==> src/rtl/uart_irq_pkg.sv <==
// Package: shared constants for the UART interrupt controller.
// Holds register offsets and status bit positions. The offsets and the
// bit order are visible to software and must not change.
package uart_irq_pkg;
    localparam int ADDR_W  = 8;
    localparam int LIVE_W  = 5;
    localparam int EVT_W   = 5;
    localparam int STAT_W  = LIVE_W + EVT_W;

    localparam logic [ADDR_W-1:0] OFS_MASK_SET = 8'h08;
    localparam logic [ADDR_W-1:0] OFS_MASK_CLR = 8'h0C;
    localparam logic [ADDR_W-1:0] OFS_MASK     = 8'h10;
    localparam logic [ADDR_W-1:0] OFS_STICKY   = 8'h14;
    localparam logic [ADDR_W-1:0] OFS_TRIG     = 8'h20;
    localparam logic [ADDR_W-1:0] OFS_LIVE     = 8'h2C;

    localparam int B_RX_LVL   = 0;
    localparam int B_RX_EMPTY = 1;
    localparam int B_RX_FULL  = 2;
    localparam int B_TX_EMPTY = 3;
    localparam int B_TX_FULL  = 4;
endpackage

==> src/rtl/uart_live_status.sv <==
// Module: uart_live_status
// Derives the five live status flags from the FIFO level inputs and the
// trigger level. Purely combinational. Assumes rx_count never exceeds DEPTH.
module uart_live_status
    import uart_irq_pkg::*;
#(
    parameter int DEPTH  = 16,
    parameter int TRIG_W = 6,
    localparam int CNT_W = $clog2(DEPTH + 1)
) (
    input  logic [CNT_W-1:0]  rx_count,
    input  logic [TRIG_W-1:0] trig_lvl,
    input  logic              tx_empty,
    input  logic              tx_full,
    output logic [LIVE_W-1:0] live
);
    logic [31:0] cnt_ext;
    logic [31:0] trig_ext;

    // Widen both operands so the level compare is width independent.
    always_comb begin
        cnt_ext  = 32'(rx_count);
        trig_ext = 32'(trig_lvl);
    end

    // Assemble the live flags.
    always_comb begin
        live             = '0;
        live[B_RX_LVL]   = (cnt_ext >= trig_ext);
        live[B_RX_EMPTY] = (rx_count == '0);
        live[B_RX_FULL]  = (cnt_ext == 32'(DEPTH));
        live[B_TX_EMPTY] = tx_empty;
        live[B_TX_FULL]  = tx_full;
    end
endmodule

==> src/rtl/uart_irq_mask.sv <==
// Module: uart_irq_mask
// Interrupt mask with separate set and clear strokes. There is no direct
// load path. Assumes at most one of set_we / clr_we is high per cycle.
module uart_irq_mask
    import uart_irq_pkg::*;
(
    input  logic              clk,
    input  logic              rst_n,
    input  logic              set_we,
    input  logic              clr_we,
    input  logic [STAT_W-1:0] bits,
    output logic [STAT_W-1:0] mask_q
);
    logic [STAT_W-1:0] set_v;
    logic [STAT_W-1:0] clr_v;

    // Gate the written bits by the selected stroke.
    always_comb begin
        set_v = set_we ? bits : '0;
        clr_v = clr_we ? bits : '0;
    end

    // Mask register: set bits, then remove cleared bits.
    always_ff @(posedge clk) begin
        if (!rst_n) mask_q <= '0;
        else        mask_q <= (mask_q | set_v) & ~clr_v;
    end
endmodule

==> src/rtl/uart_sticky_status.sv <==
// Module: uart_sticky_status
// Sticky status register with write-one-to-clear. A set in the same cycle
// as a clear wins. Also registers the level interrupt from mask AND sticky.
module uart_sticky_status
    import uart_irq_pkg::*;
(
    input  logic              clk,
    input  logic              rst_n,
    input  logic [STAT_W-1:0] set_vec,
    input  logic              clr_we,
    input  logic [STAT_W-1:0] clr_bits,
    input  logic [STAT_W-1:0] mask,
    output logic [STAT_W-1:0] sticky_q,
    output logic              irq_q
);
    // One flop per status bit: set dominates clear.
    for (genvar i = 0; i < STAT_W; i++) begin : g_bit
        always_ff @(posedge clk) begin
            if (!rst_n)
                sticky_q[i] <= 1'b0;
            else if (set_vec[i])
                sticky_q[i] <= 1'b1;
            else if (clr_we && clr_bits[i])
                sticky_q[i] <= 1'b0;
        end
    end

    // Registered interrupt line.
    always_ff @(posedge clk) begin
        if (!rst_n) irq_q <= 1'b0;
        else        irq_q <= |(mask & sticky_q);
    end
endmodule

==> src/rtl/uart_irq_ctrl.sv <==
// Module: uart_irq_ctrl (top)
// Register front end of the UART interrupt logic: address decode, trigger
// level register, read mux, and the live/mask/sticky sub-blocks.
// Assumes single-cycle writes and a combinational read of rdata.
module uart_irq_ctrl
    import uart_irq_pkg::*;
#(
    parameter int DEPTH    = 16,
    parameter int TRIG_W   = 6,
    parameter int TRIG_RST = 32,
    parameter int DATA_W   = 32,
    localparam int CNT_W   = $clog2(DEPTH + 1)
) (
    input  logic              clk,
    input  logic              rst_n,
    input  logic              wr_en,
    input  logic [ADDR_W-1:0] addr,
    input  logic [DATA_W-1:0] wdata,
    output logic [DATA_W-1:0] rdata,
    input  logic [CNT_W-1:0]  rx_count,
    input  logic              tx_empty,
    input  logic              tx_full,
    input  logic              ovr_pulse,
    input  logic              frame_err_pulse,
    input  logic              parity_err_pulse,
    input  logic              rx_timeout_pulse,
    input  logic              modem_chg_pulse,
    output logic              irq
);
    logic [TRIG_W-1:0] trig_q;
    logic [LIVE_W-1:0] live;
    logic [EVT_W-1:0]  evt;
    logic [STAT_W-1:0] set_vec;
    logic [STAT_W-1:0] mask_q;
    logic [STAT_W-1:0] sticky_q;
    logic              we_mset, we_mclr, we_sticky, we_trig;

    // Decode write strobes per register.
    always_comb begin
        we_mset   = wr_en && (addr == OFS_MASK_SET);
        we_mclr   = wr_en && (addr == OFS_MASK_CLR);
        we_sticky = wr_en && (addr == OFS_STICKY);
        we_trig   = wr_en && (addr == OFS_TRIG);
    end

    // Collect event pulses in sticky bit order (bits 5..9).
    always_comb begin
        evt     = {modem_chg_pulse, rx_timeout_pulse, parity_err_pulse,
                   frame_err_pulse, ovr_pulse};
        set_vec = {evt, live};
    end

    // Receive trigger level register.
    always_ff @(posedge clk) begin
        if (!rst_n)       trig_q <= TRIG_W'(TRIG_RST);
        else if (we_trig) trig_q <= wdata[TRIG_W-1:0];
    end

    uart_live_status #(.DEPTH(DEPTH), .TRIG_W(TRIG_W)) u_live (
        .rx_count (rx_count),
        .trig_lvl (trig_q),
        .tx_empty (tx_empty),
        .tx_full  (tx_full),
        .live     (live)
    );

    uart_irq_mask u_mask (
        .clk    (clk),
        .rst_n  (rst_n),
        .set_we (we_mset),
        .clr_we (we_mclr),
        .bits   (wdata[STAT_W-1:0]),
        .mask_q (mask_q)
    );

    uart_sticky_status u_sticky (
        .clk      (clk),
        .rst_n    (rst_n),
        .set_vec  (set_vec),
        .clr_we   (we_sticky),
        .clr_bits (wdata[STAT_W-1:0]),
        .mask     (mask_q),
        .sticky_q (sticky_q),
        .irq_q    (irq)
    );

    // Read mux; unmapped and write-only offsets read zero.
    always_comb begin
        unique case (addr)
            OFS_LIVE:   rdata = DATA_W'(live);
            OFS_STICKY: rdata = DATA_W'(sticky_q);
            OFS_MASK:   rdata = DATA_W'(mask_q);
            OFS_TRIG:   rdata = DATA_W'(trig_q);
            default:    rdata = '0;
        endcase
    end
endmodule

==> config.mk <==
export PLATFORM = sky130hd
export DESIGN_NAME = uart_irq_ctrl
export DESIGN_NICKNAME = d
export VERILOG_FILES = /design/src/rtl/uart_irq_pkg.sv /design/src/rtl/uart_live_status.sv /design/src/rtl/uart_irq_mask.sv /design/src/rtl/uart_sticky_status.sv /design/src/rtl/uart_irq_ctrl.sv
export SDC_FILE = /design/constraint.sdc
export NUM_CORES = 1
export LEC_CHECK = 0
export ABC_AREA = 1
export BUFFER_PORTS_ARGS = -buffer_cell sky130_fd_sc_hd__buf_4
export CORE_MARGIN = 5
export CORE_UTILIZATION = 40
export CTS_BUF_LIST = sky130_fd_sc_hd__clkbuf_8
export DETAILED_ROUTE_END_ITERATION = 12
export PLACE_DENSITY = 0.79
export SYNTH_ARGS = -nofsm -noshare
export SYNTH_HDL_FRONTEND = slang
export SYNTH_HIERARCHICAL = 1
export SYNTH_SLANG_ARGS = --single-unit
==> constraint.sdc <==
create_clock -name clk -period 2.25 [get_ports clk]
set_input_delay 0.45 -clock clk [delete_from_list [all_inputs] [get_ports clk]]
set_output_delay 0.45 -clock clk [all_outputs]
set_load 0.05 [all_outputs]
* Word level (Yosys, flattened, before mapping)
Cells that the tools add are included.
** Cells by class
- Eq/ne operators :: 7
- Reduce and logical (&&, ||, !) cells :: 26
- Multiplexer cells :: 23
- Magnitude comparators :: 1
- Bitwise operators :: 4
** Operators by type and width (count)
- 10-bit one-hot mux with 4 select lines :: 1
- 10-bit bitwise AND :: 2
- 1-bit 2-to-1 mux :: 20
- 10-bit 2-to-1 mux :: 2
- 2-bit nonzero test :: 10
- 8-bit by 4-bit == test with 1-bit output (second input constant) :: 2
- 8-bit by 5-bit == test with 1-bit output (second input constant) :: 2
- 8-bit by 6-bit == test with 1-bit output (second input constant) :: 2
- 1-bit logical AND :: 14
- 10-bit inverter :: 1
- 10-bit bitwise OR :: 1
- 10-bit OR reduction :: 1
- 5-bit by 6-bit >= comparator with 1-bit output :: 1
- 5-bit == test (second input constant) :: 1
- 5-bit zero test :: 1
** Word-level totals
- Output and inout bits :: 33
- Input bits :: 55
- Flip-flop bits (word level) :: 27
- Logic and storage cells :: 74

* Logic depth before layout (Yosys ltp)
Gate-level depths: netlist of the first run.
- Depth in word-level cells :: 5
- Mapped depth :: 10
- Mapped depth without buffers :: 10

* Hierarchy
The synthesis of the first run kept the hierarchy.
** Modules (own cells, without submodules)
- uart_irq_ctrl :: times used 1, cells each 136, sequential area each 120.1 um^2, area each 795.8 um^2
- uart_sticky_status :: times used 1, cells each 64, sequential area each 220.2 um^2, area each 440.4 um^2
- uart_irq_mask :: times used 1, cells each 53, sequential area each 200.2 um^2, area each 399.1 um^2
- uart_live_status :: times used 1, cells each 36, sequential area each 0.0 um^2, area each 193.9 um^2

* Worst setup path before layout of the first run
No wires, ideal clock.
- Path type :: input -> output
- From :: input rx_count[0]
- To :: output rdata[0]
- Required time :: 1800 ps
- Cell stages on the path :: 10
- Arrival :: 1569 ps
- Path buffers :: 0
- Path slack :: 231 ps
- Path through :: inv_1 ha_1 inv_1 nand2_1 nand2_1 nand2_1 nand2_1 nand2_1 nand3_1 nand4_1
** On the way
- Word-level cells in the longest chain between the ends :: 2
** RTL lines
- start: declaration :: RTL line uart_irq_ctrl.sv:20 : input logic [CNT_W-1:0] rx_count,
- 5-bit by 6-bit >= comparator with 1-bit output :: RTL line uart_live_status.sv:29 : live[B_RX_LVL] = (cnt_ext >= trig_ext);
- net live[0] :: RTL line uart_irq_ctrl.sv:31 : logic [LIVE_W-1:0] live;
- 10-bit one-hot mux with 4 select lines :: RTL line uart_irq_ctrl.sv:89 : unique case (addr)
- end: declaration :: RTL line uart_irq_ctrl.sv:19 : output logic [DATA_W-1:0] rdata,
The timed path passes the listed nets, and every way through them passes these cells.

* Worst setup path after layout of the first run
- From :: register trig_q[4]
- To :: output rdata[0]
** On the way
- Word-level cells in the longest chain between the ends :: 2
** RTL lines
- start: declaration :: RTL line uart_irq_ctrl.sv:30 : logic [TRIG_W-1:0] trig_q;
- start signal: assignment :: RTL line uart_irq_ctrl.sv:55 : if (!rst_n) trig_q <= TRIG_W'(TRIG_RST);
- start signal: assignment :: RTL line uart_irq_ctrl.sv:56 : else if (we_trig) trig_q <= wdata[TRIG_W-1:0];
- 5-bit by 6-bit >= comparator with 1-bit output :: RTL line uart_live_status.sv:29
- net live[0] :: RTL line uart_irq_ctrl.sv:31
- 10-bit one-hot mux with 4 select lines :: RTL line uart_irq_ctrl.sv:89
The timed path passes the listed nets, and every way through them passes these cells.

==> reports/qor.csv, run 1 <==
stage,metric,value,unit
worst_setup_path,WP data required,1.80,ns
die,Die Wd,77.6,um
finish,Layout Cells excl Fill,382,
worst_setup_path,critical path startpoint,trig_q[4],
route,DR vias,1891,
route,total routed wirelength,4580,um
route,drt initial violations,112,
worst_setup_path,CP Capture Type,primary output,
worst_setup_path,worst r2r dst,u_sticky/sticky_q[0],
grt,first-pass GRT wire length,7600,um
power,P_sw,0.000307,W
power,Logic pwr share,0.211,
place,Placer Congestion,0.789,
sta,RSZ-0062 raised after global routing,false,
route,post-DR wirelength/cell,12.0,um
finish,diode count,0,
worst_setup_path,crit-path max FO,3,
sta,endpoints failing hold,0,
sta,fmax,0.471,GHz
cts,clk_lat worst skew,0.27,ns
die,die footprint,0.00603,mm2
route,TritonRoute pass-1 iters,4,
worst_setup_path,critical path class,reg2out,
power,VDD IR max,0.000348,V
finish,"most common cell after layout, fill and taps aside",nand2_1,
synthesis,register area share after synthesis,0.295,
cts,Clock Tree Buf Depth,2,
finish,area of the multi-input gates,1000,um2
sta,Final WS setup,0.128,ns
die,FP Rows,24,
grt,number of global-route vias before repair,1813,
run_status,status,"complete, no violations",
grt,total global routing track utilization,0.148,
cts,post-CTS setup buffer count,0,
sta,Period minus WS final,2.12,ns
sta,clk_skew,0.00318,ns
synthesis,Cells after Synth,289,
synthesis,Synth Register Bits,27,
sta,max-slew violations,0,
sta,final setup TNS,0,ns
worst_setup_path,Reg2Reg Depth,8,
sta,period utilization,0.943,
synthesis,Netlist Area Pre-Place,0.00183,mm2
worst_setup_path,flop-to-flop setup slack,0.95,ns
route,Routed Antenna Nets,0,
synthesis,Ys Warns,6,
place,pre-CTS setup slack,0.187,ns
worst_setup_path,Setup crit end,rdata[0],
finish,nets@finish,391,
die,die height,77.6,um
route,vias per std cell,4.95,
place,port bufs,43,
power,pwr dens,456,mW/mm2
cts,"Hold-fix buffers, CTS",0,
die,I/O pin total,88,
finish,Fillers,473,
sta,setup violators final,0,
min_path,HP Class,in2reg,
cts,clk sink count,27,
grt,largest net degree at the start of global routing,22,
finish,share of cells above drive strength 1,0.188,
run,MaxCap Viol Count,0,
grt,initial antenna violation count,0,
finish,most frequent cells in the layout,"81 x nand2_1, 47 x buf_4, 40 x nor2_1, 36 x nand3_1, 27 x inv_1",
power,Leakage,1.08,nW
cts,total CTS buffers,3,
place,Post-Place Cell Area,0.00209,mm2
finish,Storage cell area,544,um2
finish,fin area,0.00214,mm2
place,dpl cells,378,
cts,Root Buffer,clkbuf_8,
die,Initial Util,0.417,
power,Clk network pwr share,0.282,
die,Core Area,0.00438,mm2
worst_setup_path,Worst Setup Start Kind,flip-flop,
worst_setup_path,r2r startpoint,trig_q[4],
power,Switching Fraction,0.315,
power,sequential power share,0.507,
finish,Syn-to-layout area delta,17.2,%
cts,CTS tree,yes,
worst_setup_path,Critical Path AT,1.67,ns
grt,GRT overflow,0,
cts,"Reg clk slew, reported paths",0.09,ns
route,# DRC,0,
synthesis,Cell variety after synth,21,
power,Pint,0.000669,W
cts,htree depth,1,
synthesis,syn_area_per_cell,6.33,um2
place,detailed placer's ending HPWL,3340,um
==> metrics by stage <==
stage / hold slack [ns] / util / total power (W)
3_3_place_gp: 0.476 / 0.477 / 0.000707
3_5_place_dp: 0.484 / 0.477 / 0.000711
4_1_cts: 0.382 / 0.487 / 0.000975
2_1_floorplan: 0.459 / - / 0.000673
6_report: 0.377 / 0.489 / 0.000976
5_1_grt: 0.395 / 0.489 / 0.00101
==> synthesized netlist by cell type <==
| cell | instances | area [um2] |
|---|---|---|
| nand2_1 | 81 | 304 |
| nor2_1 | 40 | 150 |
| nand3_1 | 36 | 180 |
| dfxtp_1 | 27 | 541 |
| inv_1 | 26 | 97.6 |
| a21oi_1 | 25 | 125 |
| buf_4 | 25 | 188 |
| ha_1 | 5 | 62.6 |
| nand4_1 | 5 | 31.3 |
| buf_6 | 4 | 45.0 |
| buf_2 | 3 | 15.0 |
| nand2_2 | 2 | 12.5 |
| nor2_4 | 2 | 22.5 |
| a21boi_2 | 1 | 11.3 |
| buf_8 | 1 | 15.0 |
| clkinv_1 | 1 | 3.75 |
| conb_1 | 1 | 3.75 |
| inv_2 | 1 | 3.75 |
| nor2_2 | 1 | 6.26 |
| nor3_1 | 1 | 5.00 |
| nor4_1 | 1 | 6.26 |
==> power groups by stage <==
stage / logic [W] / clock network, W / registers, W
2_1_floorplan: 0.000169 / 0 / 0.000505
3_3_place_gp: 0.000201 / 0 / 0.000506
3_5_place_dp: 0.000204 / 0 / 0.000506
4_1_cts: 0.000205 / 0.000274 / 0.000495
5_1_grt: 0.000224 / 0.000293 / 0.000497
6_report: 0.000206 / 0.000275 / 0.000495
==> registers in the layout, indices dropped and copies added (netlist names) <==
register and cells:
u_sticky/irq_q 1, u_mask/mask_q 10, trig_q 6, u_sticky/sticky_q 10
==> worst max-delay path: stages, from the launching register on <==
cell and delay [ns]:
dfxtp_2 0.36, inv_1 0.04, ha_1 0.28, inv_1 0.06
nor2_1 0.04, a21boi_2 0.14, nand2_1 0.08, nand3_1 0.09
nand4_1 0.12, buf_6 0.18
==> logic make-up (layout without fill, tap and decap cells) <==
family	after synthesis	in the layout	synth area share
adders and majority gates	5	5	0.0342
AOI/OAI and AO/OA	26	26	0.0746
and+or+nand+nor	169	169	0.393
other	1	22	0.00205
buffers and inverters	61	81	0.201
DFF	27	27	0.295
==> final cells by class <==
class / instances / area share
flip-flops and latches: 27 / 0.254
clock inverters: 1 / 0.00175
inverters: 28 / 0.0490
clock buffers: 3 / 0.0193
well taps: 52 / 0.0304
multi-input cells: 222 / 0.466
repair buffers: 49 / 0.179
==> repair_timing <==
item,4_1_cts,5_1_grt
endpoints found under the hold margin,0,0
endpoints found under the setup margin,0,1
gates resized for setup,0,4
==> layer usage <==
layer  wire length (um)  track usage  vias to the layer above
met2               2200        0.259                       86
li1                   -            -                      948
met4                 36       0.0619                        0
met1               1820        0.173                      852
met3                531       0.0324                        5
met5                  0            0                        -
==> how the worst min path moves through the flow <==
| stage | from | end | slack [ns] | depth (start not counted) |
|---|---|---|---|---|
| after CTS | rx_timeout_pulse | u_sticky/sticky_q[8] | 0.38 | 3 |
| after floorplan | u_mask/mask_q[0] | u_mask/mask_q[0] | 0.46 | 2 |
| after global routing | frame_err_pulse | u_sticky/sticky_q[6] | 0.39 | 3 |
| after detailed placement | u_mask/mask_q[8] | u_mask/mask_q[8] | 0.48 | 2 |
| after global placement | u_mask/mask_q[6] | u_mask/mask_q[6] | 0.48 | 2 |
| final | rx_timeout_pulse | u_sticky/sticky_q[8] | 0.38 | 3 |
No activity file was read; power rests on OpenSTA's default activity.
==> run 2, diff against run 1 <==
--- a/config.mk
+++ b/config.mk
@@ -7,11 +7,12 @@
 export LEC_CHECK = 0
 export ABC_AREA = 1
 export BUFFER_PORTS_ARGS = -buffer_cell sky130_fd_sc_hd__buf_4
-export CORE_MARGIN = 5
+export CORE_MARGIN = 2
 export CORE_UTILIZATION = 40
 export CTS_BUF_LIST = sky130_fd_sc_hd__clkbuf_8
 export DETAILED_ROUTE_END_ITERATION = 12
 export PLACE_DENSITY = 0.79
+export REMOVE_ABC_BUFFERS = 1
 export SYNTH_ARGS = -nofsm -noshare
 export SYNTH_HDL_FRONTEND = slang
 export SYNTH_HIERARCHICAL = 1
==> run 2 against run 1 <==
  * Register-to-register slack lost 0.09 ns
  * Sequential power hardly changed
  * Clock skew increased by 0.0015 ns
  * Utilization decreased by 0.26 points
  * Total power shrank 0.97%
  * Global-route usage grew 1.9 points
  * Routed wire length down 8.1%
  * Critical endpoint unchanged
  * Highest routed layer unchanged
  * Final area decreased by 0.53%
  * Setup slack is essentially flat
  * Sequential share of layout area rose by 0.076 points
  * Critical path depth stayed put
  * Cell count unchanged
==> reports/qor.csv, run 2 (synthesis gave the netlist of run 1 again) <==
stage,metric,value,unit
worst_setup_path,crit-path max FO,3,
grt,GRT overflow,0,
cts,"Reg clk slew, reported paths",0.09,ns
power,pwr dens,454,mW/mm2
route,total routed wirelength,4210,um
power,Pint,0.000668,W
place,Post-Place Cell Area,0.00207,mm2
die,die height,71.6,um
worst_setup_path,CP Capture Type,primary output,
die,I/O pin total,88,
power,Logic pwr share,0.211,
cts,clk_lat worst skew,0.27,ns
power,Switching Fraction,0.309,
power,sequential power share,0.512,
grt,largest net degree at the start of global routing,22,
finish,most frequent cells in the layout,"81 x nand2_1, 48 x buf_4, 39 x nor2_1, 36 x nand3_1, 27 x inv_1",
finish,Syn-to-layout area delta,16.6,%
worst_setup_path,most frequent CP cell,nand2_1,
sta,endpoints failing hold,0,
finish,diode count,0,
sta,fmax,0.471,GHz
sta,clk_skew,0.00468,ns
route,Routed Antenna Nets,0,
cts,Root Buffer,clkbuf_8,
grt,number of global-route vias before repair,1614,
cts,clk sink count,27,
grt,first-pass GRT wire length,6950,um
sta,Final WS setup,0.128,ns
sta,setup violators final,0,
grt,grt met3 use,0.0127,
finish,fin area,0.00213,mm2
die,Die Wd,71.6,um
worst_setup_path,critical path class,reg2out,
worst_setup_path,Worst Setup Start Kind,flip-flop,
min_path,HP Class,in2reg,
route,# DRC,0,
die,die footprint,0.00513,mm2
power,Leakage,1.07,nW
die,Initial Util,0.417,
finish,Fillers,467,
route,post-DR wirelength/cell,11.0,um
worst_setup_path,max incr delay on CP,0.35,ns
power,Clk network pwr share,0.277,
finish,nets@finish,391,
grt,GR Util met1,0.219,
route,drt initial violations,102,
worst_setup_path,CP max-delay cell,dfxtp_2,
grt,GR Util met2,0.286,
die,Core Area,0.00438,mm2
sta,period utilization,0.943,
grt,GR peak layer,met2,
power,Tot Pwr,0.000967,W
worst_setup_path,Critical Path AT,1.67,ns
cts,htree depth,1,
sta,max-slew violations,0,
finish,share of cells above drive strength 1,0.188,
route,TritonRoute pass-1 iters,4,
cts,Clock Tree Buf Depth,2,
place,Placer Congestion,0.805,
power,P_sw,0.000299,W
route,vias per std cell,4.70,
finish,"most common cell after layout, fill and taps aside",nand2_1,
cts,total CTS buffers,3,
cts,CTS tree,yes,
worst_setup_path,WP data required,1.80,ns
grt,initial antenna violation count,0,
grt,total global routing track utilization,0.168,
finish,biggest regs,"u_mask/mask_q (10), u_sticky/sticky_q (10), trig_q (6)",
place,detailed placer's ending HPWL,3180,um
place,port bufs,43,
sta,RSZ-0062 raised after global routing,false,
worst_setup_path,CP Cell Sequence,inv_1 > ha_1 > nand2_1 > nand2_1 > a21boi_2 > nand2_1 > nand3_1 > nand4_1 > buf_6,
run,MaxCap Viol Count,0,
run_status,status,"complete, no violations",
cts,"Hold-fix buffers, CTS",0,
die,FP Rows,24,
power,VDD IR max,0.000261,V
place,pre-CTS setup slack,0.177,ns
route,DR vias,1797,
sta,Period minus WS final,2.12,ns
[run 2: cell counts in the layout (fill, tap and decap cells not counted)]
No cell type changed its count.
[run 2: through the flow]
| step | setup TNS, ns | std cells | hold slack [ns] | util |
|---|---|---|---|---|
| after floorplan | -0.212 | 277 | 0.459 | - |
| after global placement | 0 | 377 | 0.472 | 0.472 |
| after detailed placement | 0 | 377 | 0.488 | 0.472 |
| after CTS | 0 | 381 | 0.374 | 0.483 |
| after global routing | 0 | 382 | 0.388 | 0.486 |
| final | 0 | 382 | 0.378 | 0.486 |
[run 2: worst paths after layout]
path                                       from                    to  slack (ns)  cells past startpoint
worst min-delay path            frame_err_pulse  u_sticky/sticky_q[6]        0.38                      3
worst max register to register        trig_q[3]  u_sticky/sticky_q[0]        0.86                      9
worst min register to register        trig_q[3]             trig_q[3]        0.49                      2
worst max-delay path                  trig_q[3]              rdata[0]        0.13                      9
[run 2: layer usage]
| metal | vias up | wire (um) |
|---|---|---|
| met2 | 58 | 2000 |
| met3 | 8 | 232 |
| met5 | - | 0 |
| met1 | 782 | 1900 |
| met4 | 0 | 81 |
| li1 | 949 | - |
[run 2: timing repair]
item	4_1_cts	5_1_grt
endpoints found under the setup margin	0	1
endpoints found under the hold margin	0	0
buffers inserted	0	1
resized for setup	0	4
[run 2: layout make-up]
class / instances / area, um2 / share of cell area
multi-input cells: 222 / 1000 / 0.470
flip-flops and latches: 27 / 543 / 0.255
clock inverters: 1 / 3.75 / 0.00176
well taps: 52 / 65.1 / 0.0305
clock buffers: 3 / 41.3 / 0.0194
repair buffers: 49 / 372 / 0.174
inverters: 28 / 105 / 0.0493
[run 2: worst max-delay path, delay by kind of cell (launching register included)]
kind                       cells  cell delay, ns
AOI/OAI and AO/OA              1            0.11
adders and majority gates      1            0.28
buffers and inverters          2            0.23
DFF                            1            0.35
and+or+nand+nor                5            0.41
[run 2: power groups by stage]
stage | clock (W) | sequential (W) | combinational (W)
4_1_cts | 0.000278 | 0.000495 | 0.000203
6_report | 0.000268 | 0.000495 | 0.000204
5_1_grt | 0.000300 | 0.000497 | 0.000223
3_5_place_dp | 0 | 0.000506 | 0.000203
2_1_floorplan | 0 | 0.000505 | 0.000127
3_3_place_gp | 0 | 0.000506 | 0.000199
